## config.mk

```make
export PLATFORM = sky130hd
export DESIGN_NAME = sram_block_guard
export DESIGN_NICKNAME = d
export VERILOG_FILES = /design/src/rtl/sbg_pkg.sv /design/src/rtl/sbg_attr_regs.sv /design/src/rtl/sbg_check.sv /design/src/rtl/sbg_fault_log.sv /design/src/rtl/sram_block_guard.sv
export SDC_FILE = /design/constraint.sdc
export NUM_CORES = 1
export LEC_CHECK = 0
export ABC_AREA = 0
export CAP_MARGIN = 25
export CORE_UTILIZATION = 35
export CTS_BUF_LIST = sky130_fd_sc_hd__clkbuf_8
export DETAILED_ROUTE_END_ITERATION = 7
export HOLD_SLACK_MARGIN = 0.08
export PLACE_DENSITY = 0.68
export SYNTH_ARGS = -nofsm -noshare
export SYNTH_HDL_FRONTEND = slang
export SYNTH_HIERARCHICAL = 1
export SYNTH_SLANG_ARGS = --single-unit
```

## constraint.sdc

```tcl
create_clock -name clk_i -period 2.9 [get_ports clk_i]
set_input_delay 0.58 -clock clk_i [delete_from_list [all_inputs] [get_ports clk_i]]
set_output_delay 0.58 -clock clk_i [all_outputs]
set_load 0.1 [all_outputs]
```

## src/rtl/sbg_pkg.sv

```systemverilog
package sbg_pkg;
  localparam int BLK_SHIFT = 8;
  localparam int MAP_W     = 32;

  typedef enum logic [1:0] {
    CFG_SEC  = 2'd0,
    CFG_PRIV = 2'd1,
    CFG_CLR  = 2'd2,
    CFG_NONE = 2'd3
  } cfg_kind_e;
endpackage

```

## src/rtl/sbg_attr_regs.sv

```systemverilog
module sbg_attr_regs
  import sbg_pkg::*;
#(
  parameter int NBLK = 64,
  parameter int NW   = (NBLK + MAP_W - 1) / MAP_W,
  parameter int CAW  = $clog2(2 * NW + 1)
) (
  input  logic             clk_i,
  input  logic             rst_ni,
  input  logic             cfg_we_i,
  input  logic [CAW-1:0]   cfg_idx_i,
  input  logic [MAP_W-1:0] cfg_wdata_i,
  input  logic             cfg_secure_i,
  input  logic             cfg_priv_i,
  output logic [NBLK-1:0]  sec_map_o,
  output logic [NBLK-1:0]  priv_map_o,
  output logic             cfg_viol_o,
  output logic             clr_o
);
  localparam int FLAT_W = NW * MAP_W;

  cfg_kind_e         kind;
  logic              attr_wr, cfg_ok;
  logic [FLAT_W-1:0] sec_flat, priv_flat;

  always_comb begin
    if (cfg_idx_i < CAW'(NW))            kind = CFG_SEC;
    else if (cfg_idx_i < CAW'(2 * NW))   kind = CFG_PRIV;
    else if (cfg_idx_i == CAW'(2 * NW))  kind = CFG_CLR;
    else                                 kind = CFG_NONE;
  end

  assign cfg_ok     = cfg_secure_i && cfg_priv_i;
  assign attr_wr    = cfg_we_i && (kind == CFG_SEC || kind == CFG_PRIV);
  assign cfg_viol_o = attr_wr && !cfg_ok;
  assign clr_o      = cfg_we_i && (kind == CFG_CLR) && cfg_secure_i && cfg_wdata_i[0];

  for (genvar w = 0; w < NW; w++) begin : g_word
    logic [MAP_W-1:0] sec_q, priv_q;
    always_ff @(posedge clk_i or negedge rst_ni) begin
      if (!rst_ni) begin
        sec_q  <= '0;
        priv_q <= '0;
      end else if (attr_wr && cfg_ok) begin
        if (cfg_idx_i == CAW'(w))      sec_q  <= cfg_wdata_i;
        if (cfg_idx_i == CAW'(NW + w)) priv_q <= cfg_wdata_i;
      end
    end
    assign sec_flat[w*MAP_W +: MAP_W]  = sec_q;
    assign priv_flat[w*MAP_W +: MAP_W] = priv_q;
  end

  assign sec_map_o  = sec_flat[NBLK-1:0];
  assign priv_map_o = priv_flat[NBLK-1:0];
endmodule

```

## src/rtl/sbg_check.sv

```systemverilog
module sbg_check #(
  parameter int NBLK = 64,
  parameter int BIW  = $clog2(NBLK)
) (
  input  logic            req_valid_i,
  input  logic [BIW-1:0]  blk_idx_i,
  input  logic            req_secure_i,
  input  logic            req_priv_i,
  input  logic [NBLK-1:0] sec_map_i,
  input  logic [NBLK-1:0] priv_map_i,
  output logic            allow_o,
  output logic            viol_o
);
  logic blk_sec, blk_priv;

  assign blk_sec  = sec_map_i[blk_idx_i];
  assign blk_priv = priv_map_i[blk_idx_i];
  // secure may touch nonsecure, privileged may touch unprivileged; not the reverse
  assign allow_o  = !(blk_sec && !req_secure_i) && !(blk_priv && !req_priv_i);
  assign viol_o   = req_valid_i && !allow_o;
endmodule

```

## src/rtl/sbg_fault_log.sv

```systemverilog
module sbg_fault_log #(
  parameter int AW  = 14,
  parameter int CAW = 3
) (
  input  logic           clk_i,
  input  logic           rst_ni,
  input  logic           req_viol_i,
  input  logic [AW-1:0]  req_addr_i,
  input  logic           req_write_i,
  input  logic           req_secure_i,
  input  logic           req_priv_i,
  input  logic           cfg_viol_i,
  input  logic [CAW-1:0] cfg_idx_i,
  input  logic           cfg_secure_i,
  input  logic           cfg_priv_i,
  input  logic           clr_i,
  output logic           irq_o,
  output logic [AW-1:0]  fault_addr_o,
  output logic           fault_write_o,
  output logic           fault_secure_o,
  output logic           fault_priv_o,
  output logic           fault_cfg_o
);
  logic new_viol, capture;

  assign new_viol = req_viol_i || cfg_viol_i;
  assign capture  = new_viol && (!irq_o || clr_i);

  always_ff @(posedge clk_i or negedge rst_ni) begin
    if (!rst_ni) begin
      irq_o          <= 1'b0;
      fault_addr_o   <= '0;
      fault_write_o  <= 1'b0;
      fault_secure_o <= 1'b0;
      fault_priv_o   <= 1'b0;
      fault_cfg_o    <= 1'b0;
    end else begin
      if (new_viol)   irq_o <= 1'b1;
      else if (clr_i) irq_o <= 1'b0;
      if (capture) begin
        if (req_viol_i) begin
          fault_addr_o   <= req_addr_i;
          fault_write_o  <= req_write_i;
          fault_secure_o <= req_secure_i;
          fault_priv_o   <= req_priv_i;
          fault_cfg_o    <= 1'b0;
        end else begin
          fault_addr_o   <= AW'(cfg_idx_i);
          fault_write_o  <= 1'b1;
          fault_secure_o <= cfg_secure_i;
          fault_priv_o   <= cfg_priv_i;
          fault_cfg_o    <= 1'b1;
        end
      end
    end
  end
endmodule

```

## src/rtl/sram_block_guard.sv

```systemverilog
module sram_block_guard
  import sbg_pkg::*;
#(
  parameter int SRAM_BYTES = 16384,
  parameter int DW         = 32,
  localparam int AW        = $clog2(SRAM_BYTES),
  localparam int NBLK      = SRAM_BYTES >> BLK_SHIFT,
  localparam int NW        = (NBLK + MAP_W - 1) / MAP_W,
  localparam int CAW       = $clog2(2 * NW + 1)
) (
  input  logic             clk_i,
  input  logic             rst_ni,
  input  logic             req_valid_i,
  input  logic [AW-1:0]    req_addr_i,
  input  logic             req_write_i,
  input  logic [DW-1:0]    req_wdata_i,
  input  logic             req_secure_i,
  input  logic             req_priv_i,
  output logic             rsp_valid_o,
  output logic             rsp_err_o,
  output logic [DW-1:0]    rsp_rdata_o,
  output logic             mem_valid_o,
  output logic [AW-1:0]    mem_addr_o,
  output logic             mem_write_o,
  output logic [DW-1:0]    mem_wdata_o,
  input  logic [DW-1:0]    mem_rdata_i,
  input  logic             cfg_we_i,
  input  logic [CAW-1:0]   cfg_idx_i,
  input  logic [MAP_W-1:0] cfg_wdata_i,
  input  logic             cfg_secure_i,
  input  logic             cfg_priv_i,
  output logic             irq_o,
  output logic [AW-1:0]    fault_addr_o,
  output logic             fault_write_o,
  output logic             fault_secure_o,
  output logic             fault_priv_o,
  output logic             fault_cfg_o
);
  localparam int BIW = AW - BLK_SHIFT;

  logic [NBLK-1:0] sec_map, priv_map;
  logic            cfg_viol, clr, allow, req_viol;
  logic            rsp_valid_q, rsp_err_q, rsp_wr_q;

  sbg_attr_regs #(.NBLK(NBLK), .NW(NW), .CAW(CAW)) u_attr (
    .clk_i, .rst_ni,
    .cfg_we_i, .cfg_idx_i, .cfg_wdata_i, .cfg_secure_i, .cfg_priv_i,
    .sec_map_o(sec_map), .priv_map_o(priv_map),
    .cfg_viol_o(cfg_viol), .clr_o(clr)
  );

  sbg_check #(.NBLK(NBLK), .BIW(BIW)) u_check (
    .req_valid_i,
    .blk_idx_i(req_addr_i[AW-1:BLK_SHIFT]),
    .req_secure_i, .req_priv_i,
    .sec_map_i(sec_map), .priv_map_i(priv_map),
    .allow_o(allow), .viol_o(req_viol)
  );

  sbg_fault_log #(.AW(AW), .CAW(CAW)) u_log (
    .clk_i, .rst_ni,
    .req_viol_i(req_viol), .req_addr_i, .req_write_i, .req_secure_i, .req_priv_i,
    .cfg_viol_i(cfg_viol), .cfg_idx_i, .cfg_secure_i, .cfg_priv_i,
    .clr_i(clr),
    .irq_o, .fault_addr_o, .fault_write_o, .fault_secure_o, .fault_priv_o, .fault_cfg_o
  );

  assign mem_valid_o = req_valid_i && allow;
  assign mem_addr_o  = req_addr_i;
  assign mem_write_o = req_write_i;
  assign mem_wdata_o = req_wdata_i;

  always_ff @(posedge clk_i or negedge rst_ni) begin
    if (!rst_ni) begin
      rsp_valid_q <= 1'b0;
      rsp_err_q   <= 1'b0;
      rsp_wr_q    <= 1'b0;
    end else begin
      rsp_valid_q <= req_valid_i;
      rsp_err_q   <= req_viol;
      rsp_wr_q    <= req_write_i;
    end
  end

  assign rsp_valid_o = rsp_valid_q;
  assign rsp_err_o   = rsp_err_q;
  assign rsp_rdata_o = (rsp_valid_q && !rsp_err_q && !rsp_wr_q) ? mem_rdata_i : '0;
endmodule

```

* After elaboration in Yosys (flattened, before gate mapping)
Index checks and enable logic that the tools add are counted.
** Storage, ports and cells
- Bits in registers :: 150
- Input port bits :: 122
- Output and inout port bits :: 101
- Logic and storage cells :: 71
** Operators by class
- $lt $le $gt $ge :: 3
- Eq/ne operators :: 6
- Mux-type cells :: 15
- Reduce and logical (&&, ||, !) cells :: 34
** Operator list (number)
- $mux 32 :: 1
- $logic_and 1x1->1 :: 15
- $mux 14 :: 1
- $bmux 1 s6 :: 2
- $logic_not 1->1 :: 9
- $mux 1 :: 9
- $reduce_and 2->1 :: 4
- $lt 6x7->1 const B :: 1
- $eq 3x2->1 const B :: 2
- $mux 2 :: 2
- $eq 3x1->1 const B :: 1
- $eq 3x3->1 const B :: 1
- $logic_not 3->1 :: 1
- $logic_or 1x1->1 :: 3
- $lt 3x2->1 const B :: 1
- $lt 3x3->1 const B :: 1
- $eq 2x1->1 const B :: 1
- $eq 2x2->1 const B :: 1
- $logic_not 2->1 :: 1
- $reduce_bool 2->1 :: 1

* Longest topological paths before layout
Gate-level depths: netlist (run 1).
- Depth after elaboration :: 10
- Gate-level depth with buffers :: 12
- Gate-level depth less buffers :: 7

* Modules after synthesis
Netlist (run 1), hierarchy kept.
** By module, submodules not included
- sbg_attr_regs :: instances 1, cells each 280, area an instance 4798.4 um^2, seq. area each 3203.1 um^2
- sbg_check :: instances 1, cells each 93, area an instance 1178.6 um^2, seq. area each 0.0 um^2
- sram_block_guard :: instances 1, cells each 92, area an instance 917.1 um^2, seq. area each 75.1 um^2
- sbg_fault_log :: instances 1, cells each 53, area an instance 779.5 um^2, seq. area each 475.5 um^2

* Least setup slack after synthesis (run 1)
Ideal clock, no wire load.
- Kind :: input port to output port
- From :: input port req_addr_i[9]
- To :: output port mem_valid_o
- Arrival time :: 2961 ps
- Required time :: 2320 ps
- Setup slack :: -641 ps
- Cell stages on the path :: 8
- Buffers on the path :: 2
- Path through :: buf_6 -> buf_12 -> mux4_2 -> mux4_2 -> o22a_1 -> nand4b_1 -> and4_1 -> and2_1
** Between the ends
- Cells in the longest elaborated chain, start to end :: 6
- Elaborated cells between the ends (all ways) :: 10
- Classes of those cells :: mux: 4; reduce/logical: 6
** Ends and longest elaborated chain
- start: declaration :: line sram_block_guard.sv:14 : input logic [AW-1:0] req_addr_i,
- $bmux 1 s6 (on tied branches) :: line sbg_check.sv:16, sbg_check.sv:17
- $mux 1 (on tied branches) :: line sbg_check.sv:16, sbg_check.sv:17
- $logic_and 1x1->1 :: line sbg_check.sv:19 : assign allow_o = !(blk_sec && !req_secure_i) && !(blk_priv && !req_priv_i);
- $logic_not 1->1 :: line sbg_check.sv:19
- $logic_and 1x1->1 * :: line sbg_check.sv:19
- net allow :: line sram_block_guard.sv:42 : logic cfg_viol, clr, allow, req_viol;
- $logic_and 1x1->1 * :: line sram_block_guard.sv:68 : assign mem_valid_o = req_valid_i && allow;
- end: declaration :: line sram_block_guard.sv:22 : output logic mem_valid_o,
The timed path passes the listed nets; every way through them passes the cells marked *. The select of a mux whose other input is x is not followed.

* Worst setup path after layout (run 1)
Ends and elaborated chain as after synthesis.

==> metrics.yaml, run 1 <==
crit_fanout: 8
clkLatencyLatePin_ns: 0.47
final_util_pct: 47.9
relSlewSlack_pct: 40.1
ys_seq_elements: 150
violations: "negative setup slack"
syn_nets: 640
worstRegToRegCells: 10
r2r-end: "u_log/fault_addr_o[11]$_DFFE_PN0P_"
yosys.cell_count.top_type: "dfrtp_1"
pwr-share-clk_pct: 22.5
power_leakage_nw: 4.56
routabilityCongestion: 0.798
finClkSkew_ns: 0.0175
synthDominantCellAreaShare_pct: 48.9
core_area_mm2: 0.0213
area_delta_synth_final_pct: 33.0
period_share_pct: 112
finalHoldViolCount: 0
p_comb_share_pct: 35.0
grt_first_pass_wirelength_um: 33200
grt_max_degree: 70
yosysWarningCount: 6
first_pass_iters: 4
dp_cells: 912
drc: 0
crit_path_cell_trace: "buf_6 -> buf_12 -> mux4_2 -> mux4_2 -> o22a_1 -> nand4b_1 -> and4_1 -> and2_4 -> buf_12"
timing.final.max_slew_violations: 0
grt_pass1_vias: 5450
hold_path_end: "u_attr/g_word[0].sec_q[11]$_DFFE_PN0P_"
final_cells: 952
switching_power_mw: 2.45
finalNetCount: 786
cts_root_buf: "clkbuf_8"
ant_nets: 0
fillers: 1822
post_drt_wl_per_cell_um: 23.3
numCtsBuffers: 17
cp.arrival_ns: 2.65
ioPinCount: 223
async_reset_ff_share_pct: 100
syn_area_mm2: 0.00767
dpl.hpwl_um: 16700
num_rows: 53
max_slew.worst_pin.slew_ns: 0.898
ff_latch_area_mm2: 0.00375
power_frac_seq_pct: 42.6
synth.distinct_cells: 38
cp-start-kind: "input pin"
criticalPathCategory: "input pin to primary output"
die_w_um: 150
holdPathStages: 1
synth_area_per_cell_um2: 14.8
fmax_mhz: 309
ys_top_cells_by_area: "dfrtp_1, mux2_2, mux2_1, mux4_1, buf_4"
power_density_mw_per_mm2: 645
whs_ns: 0.486
synth_flop_cell: "dfrtp_1"
cp-end-kind: "primary output"
reg_top3: "u_attr/g_word.priv_q (64), u_attr/g_word.sec_q (64), u_log/fault_addr_o (14)"
slowest_delay_ns: 0.51
setup.worst_path.start: "req_addr_i[9]"
rsz0062_at_grt: "yes"
min_path_type: "flop to flop"
cts-htree-levels: 4
dpl_worst_slack_ns: -0.904
maxCapViolCount: 0
ir_drop_mv: 0.330
vias: 4951
wl_um: 22200
worst_ep_required_time_ns: 2.32
synth_common_cells: "dfrtp_1, mux2_2, buf_4, mux2_1, and4bb_1"
clkSinkCount: 150
portBuffers: 158
crit-reg2reg-launch: "u_attr/g_word[0].priv_q[31]$_DFFE_PN0P_"
reg2reg_setup_slack_ns: 0.06
start_util_pct: 36.0
synth_top_cell_by_area: "dfrtp_1"
crit_slowest_cell: "mux4_2"
outcome: "complete, but fails checks"
clk_pin_slew_ns: 0.07
cts_tree: "done"
multi_input_comb_area_mm2: 0.00331
die_h_um: 150
min_period_ns: 3.23
synth_edf_count: 0
p_int_mw: 4.13
swShare_pct: 37.2
layout_setup_ws_ns: -0.334
routed_via_density: 5.20
drive_gt1_share_pct: 43.9
setup-violations-final: 17
syn_inst: 518
die-area_mm2: 0.0225
synth_seq_area_share_pct: 48.9
grt.overflow.total: 0
grt_usage_pct: 20.3
min-delay-start: "u_attr/g_word[0].sec_q[11]$_DFFE_PN0P_"
antenna_found_initial: 0
clock_path_buffers: 2
antennaDiodeCount: 0
drt_iter0_drc: 256
## placed cells by master (no fill, tap or decap), types with 2 or more instances in the layout
cell type        count
o22ai_1              4
nand2b_4             2
nor2_1               4
buf_12              48
o22a_1               2
nand2b_1             2
o21ai_0              3
clkdlybuf4s50_1     86
nand4b_1             4
and2_4               2
clkinv_2             6
buf_6                4
and4bb_1            28
nor2b_1              3
nor4bb_4             2
clkinv_4             3
nor2_2               2
mux4_1               6
inv_1                6
clkbuf_8            18
and4bb_2             2
a22o_1              15
nand2_1              5
mux4_2              21
nand4_1              3
mux2_2             112
dfrtp_1            150
a211oi_1             2
clkinvlp_4           3
mux2i_1             12
buf_4               66
mux2_1              36
## worst max-delay path: cells and delay by family
family	cells	cell delay, ns
simple gates	3	0.47
buf+inv	3	0.43
compound gates	1	0.18
mux	2	0.98
## worst max path at each step
stage	endpoint	cells past startpoint	slack, ns
2_1_floorplan	mem_valid_o	8	-0.17
3_3_place_gp	mem_valid_o	9	-0.83
3_5_place_dp	u_log/fault_write_o$_DFFE_PN0P_	11	-0.90
4_1_cts	mem_valid_o	7	-0.33
5_1_grt	mem_valid_o	7	-0.39
6_report	mem_valid_o	9	-0.33
## through the flow
| step | TNS, ns | total power, mW | instance area (um2) |
|---|---|---|---|
| floorplan | -0.864 | 4.56 | 7680 |
| global placement | -15.37 | 5.04 | 9760 |
| detailed placement | -17.41 | 5.12 | 9760 |
| CTS | -0.465 | 6.64 | 10200 |
| global route | -1.97 | 6.87 | 10200 |
| finish | -1.42 | 6.58 | 10200 |
## what timing repair did
item / 4_1_cts / 5_1_grt
cloned: 1 / 0
gates resized for setup: 23 / 1
hold buffers: 1 / 0
pin swaps: 3 / 1
endpoints found under the hold margin: 23 / 0
endpoints found under the setup margin: 19 / 19
setup buffers: 6 / 0
## power by group through the flow
stage	Sequential, mW	Combinational [mW]	Clock (mW)
after floorplan	3.39	1.17	0
after global placement	2.81	2.23	0
after detailed placement	2.84	2.28	0
after CTS	2.80	2.31	1.52
after global routing	2.86	2.40	1.61
final	2.80	2.30	1.48
## area by class of cell
type                            count  area share [%]
Clock buffer                       18            2.43
Clock inverter                     14            1.10
Inverter                            5           0.184
Multi-Input combinational cell    282            32.4
Sequential cell                   150            36.8
Tap cell                          275            3.37
Timing Repair Buffer              208            23.7
## per-layer routing
metal | up-vias | wire length, um | GRT usage (%)
met5 | - | 0 | 0
met4 | 0 | 598 | 8.18
met3 | 45 | 1360 | 4.54
met2 | 179 | 11600 | 36.2
met1 | 2549 | 8610 | 23.3
li1 | 2178 | - | -
## cells by family after synthesis
family | share of synthesized area, %
flip-flops | 48.9
multiplexers | 31.9
AND/OR/NAND/NOR | 8.07
AO/OA/AOI/OAI | 3.21
buffers and inverters | 7.86
Note: power is estimated with default switching activity, not from simulation.
==> run 2, diff against run 1 <==
CORE_MARGIN = 5   (was default)
CORE_UTILIZATION = 45   (was 35)
PLACE_DENSITY = 0.83   (was 0.68)
==> run 2 against run 1 <==
Effect of this change: the flow still finishes with violations (negative setup slack); global-route usage increased by 2.5 points; clock power increased by 17%; worst hold slack got worse by 0.32 ns.
==> metrics.yaml, run 2 (same netlist as run 1, synthesis figures left out) <==
outcome: "complete, but fails checks"
violations: "negative setup slack"
worst_ep_required_time_ns: 2.32
crit_fanout: 2
finClkSkew_ns: 0.00759
ant_nets: 0
numCtsBuffers: 17
clkSinkCount: 150
total_power_mw: 6.91
antenna_found_initial: 0
stdcell_area_mm2: 0.0103
grt.overflow.total: 0
min_path_type: "input pin to asynchronous set/reset pin"
drc: 0
first_pass_iters: 4
final_cell_mix: "dfrtp_1, mux2_2, clkdlybuf4s50_1, buf_4, buf_12"
clk_pin_slew_ns: 0.07
die-area_mm2: 0.0198
cp-end-kind: "primary output"
placed_area_mm2: 0.00968
relSlewSlack_pct: 40.3
wl_um: 22400
fillers: 1163
finalHoldViolCount: 0
min_period_ns: 3.26
start_util_pct: 46.1
fmax_mhz: 306
setup-violations-final: 1
dp_cells: 858
power_density_mw_per_mm2: 668
layout_setup_ws_ns: -0.364
cp.arrival_ns: 2.68
cts_tree: "done"
grt_max_degree: 78
max_slew.worst_pin.slew_ns: 0.896
final_util_pct: 62.1
core_area_mm2: 0.0166
antennaDiodeCount: 0
rsz0062_at_grt: "yes"
timing.final.max_slew_violations: 0
routabilityCongestion: 0.959
dpl_worst_slack_ns: -0.911
grt_pass1_vias: 5760
drt_iter0_drc: 274
final_cells: 904
power_leakage_nw: 4.69
ioPinCount: 223
post_drt_wl_per_cell_um: 24.8
cts-htree-levels: 4
criticalPathCategory: "flop to primary output"
area_delta_synth_final_pct: 34.8
maxCapViolCount: 0
drive_gt1_share_pct: 45.5
ir_drop_mv: 0.469
portBuffers: 158
clkLatencyLatePin_ns: 0.45
die_h_um: 141
dpl.hpwl_um: 16500
whs_ns: 0.166
final_common_cell: "dfrtp_1"
reg_top3: "u_attr/g_word.priv_q (64), u_attr/g_word.sec_q (64), u_log/fault_addr_o (14)"
vias: 5095
finalNetCount: 795
grt_usage_pct: 22.8
cp-start-kind: "flop"
cts_root_buf: "clkbuf_8"
routed_via_density: 5.64
clock_path_buffers: 2
setup_tns_ns: -0.364
die_w_um: 141
period_share_pct: 113
grt_first_pass_wirelength_um: 34500
num_rows: 47
run 2: cell count changes in the layout (fill, tap and decap cells not counted), sizes merged:
cell	change
buf	+10
bufinv	+3
clkbuf	+2
clkdlybuf4s50	-1
clkinv	-4
clkinvlp	-2
dlygate4sd3	-1
dlymetal6s2s	+1
inv	-1
run 2: repair_timing:
action | in CTS | in global routing
hold endpoints to repair | 0 | 0
cloned | 3 | 0
hold buffers | 0 | 0
setup endpoints to repair | 20 | 19
resized for setup | 28 | 15
pin swaps | 5 | 0
buffers inserted | 11 | 6
run 2: worst paths after layout:
check / startpoint / to / slack (ns) / cells after the start
worst max-delay path: u_attr/g_word[1].priv_q[6]$_DFFE_PN0P_ / mem_valid_o / -0.36 / 7
worst min-delay path: rst_ni / u_attr/g_word[0].sec_q[30]$_DFFE_PN0P_ / 0.17 / 1
worst max register to register: u_attr/g_word[1].priv_q[6]$_DFFE_PN0P_ / u_log/fault_secure_o$_DFFE_PN0P_ / 0.05 / 10
worst min register to register: u_attr/g_word[0].sec_q[17]$_DFFE_PN0P_ / u_attr/g_word[0].sec_q[17]$_DFFE_PN0P_ / 0.49 / 1
max in group asynchronous: rst_ni / u_attr/g_word[1].sec_q[11]$_DFFE_PN0P_ / 1.92 / 2
min in group clk_i: u_attr/g_word[0].sec_q[17]$_DFFE_PN0P_ / u_attr/g_word[0].sec_q[17]$_DFFE_PN0P_ / 0.49 / 1
run 2: critical path, stage by stage, from the launching register on:
cell      delay (ns)
dfrtp_1         0.40
mux4_2          0.49
mux4_2          0.48
o22a_1          0.19
nand4b_1        0.13
and4_1          0.21
and2_4          0.16
buf_12          0.17
run 2: area by class of cell:
class,count,area [um2],share of cell area (%)
sequential,150,3750,36.3
multi-input combinational,282,3350,32.4
timing repair buffer,217,2510,24.3
clock buffer,20,275,2.66
tap,220,275,2.66
clock inverter,10,153,1.48
inverter,5,18.8,0.181
run 2: metal layers:
layer / GRT usage [%] / wire length (um) / part of all wire, %
met1: 26.1 / 8080 / 36
met2: 41.1 / 12000 / 54
met3: 5.62 / 1540 / 6.9
met4: 8.52 / 774 / 3.5
met5: 0 / 0 / 0
run 2: report_power, final:
part	internal [mW]	leakage, nW	total, mW	switching [mW]
sequential	2.53	1.91	2.82	0.289
clock	0.988	0.220	1.73	0.738
combinational	0.956	2.56	2.36	1.41
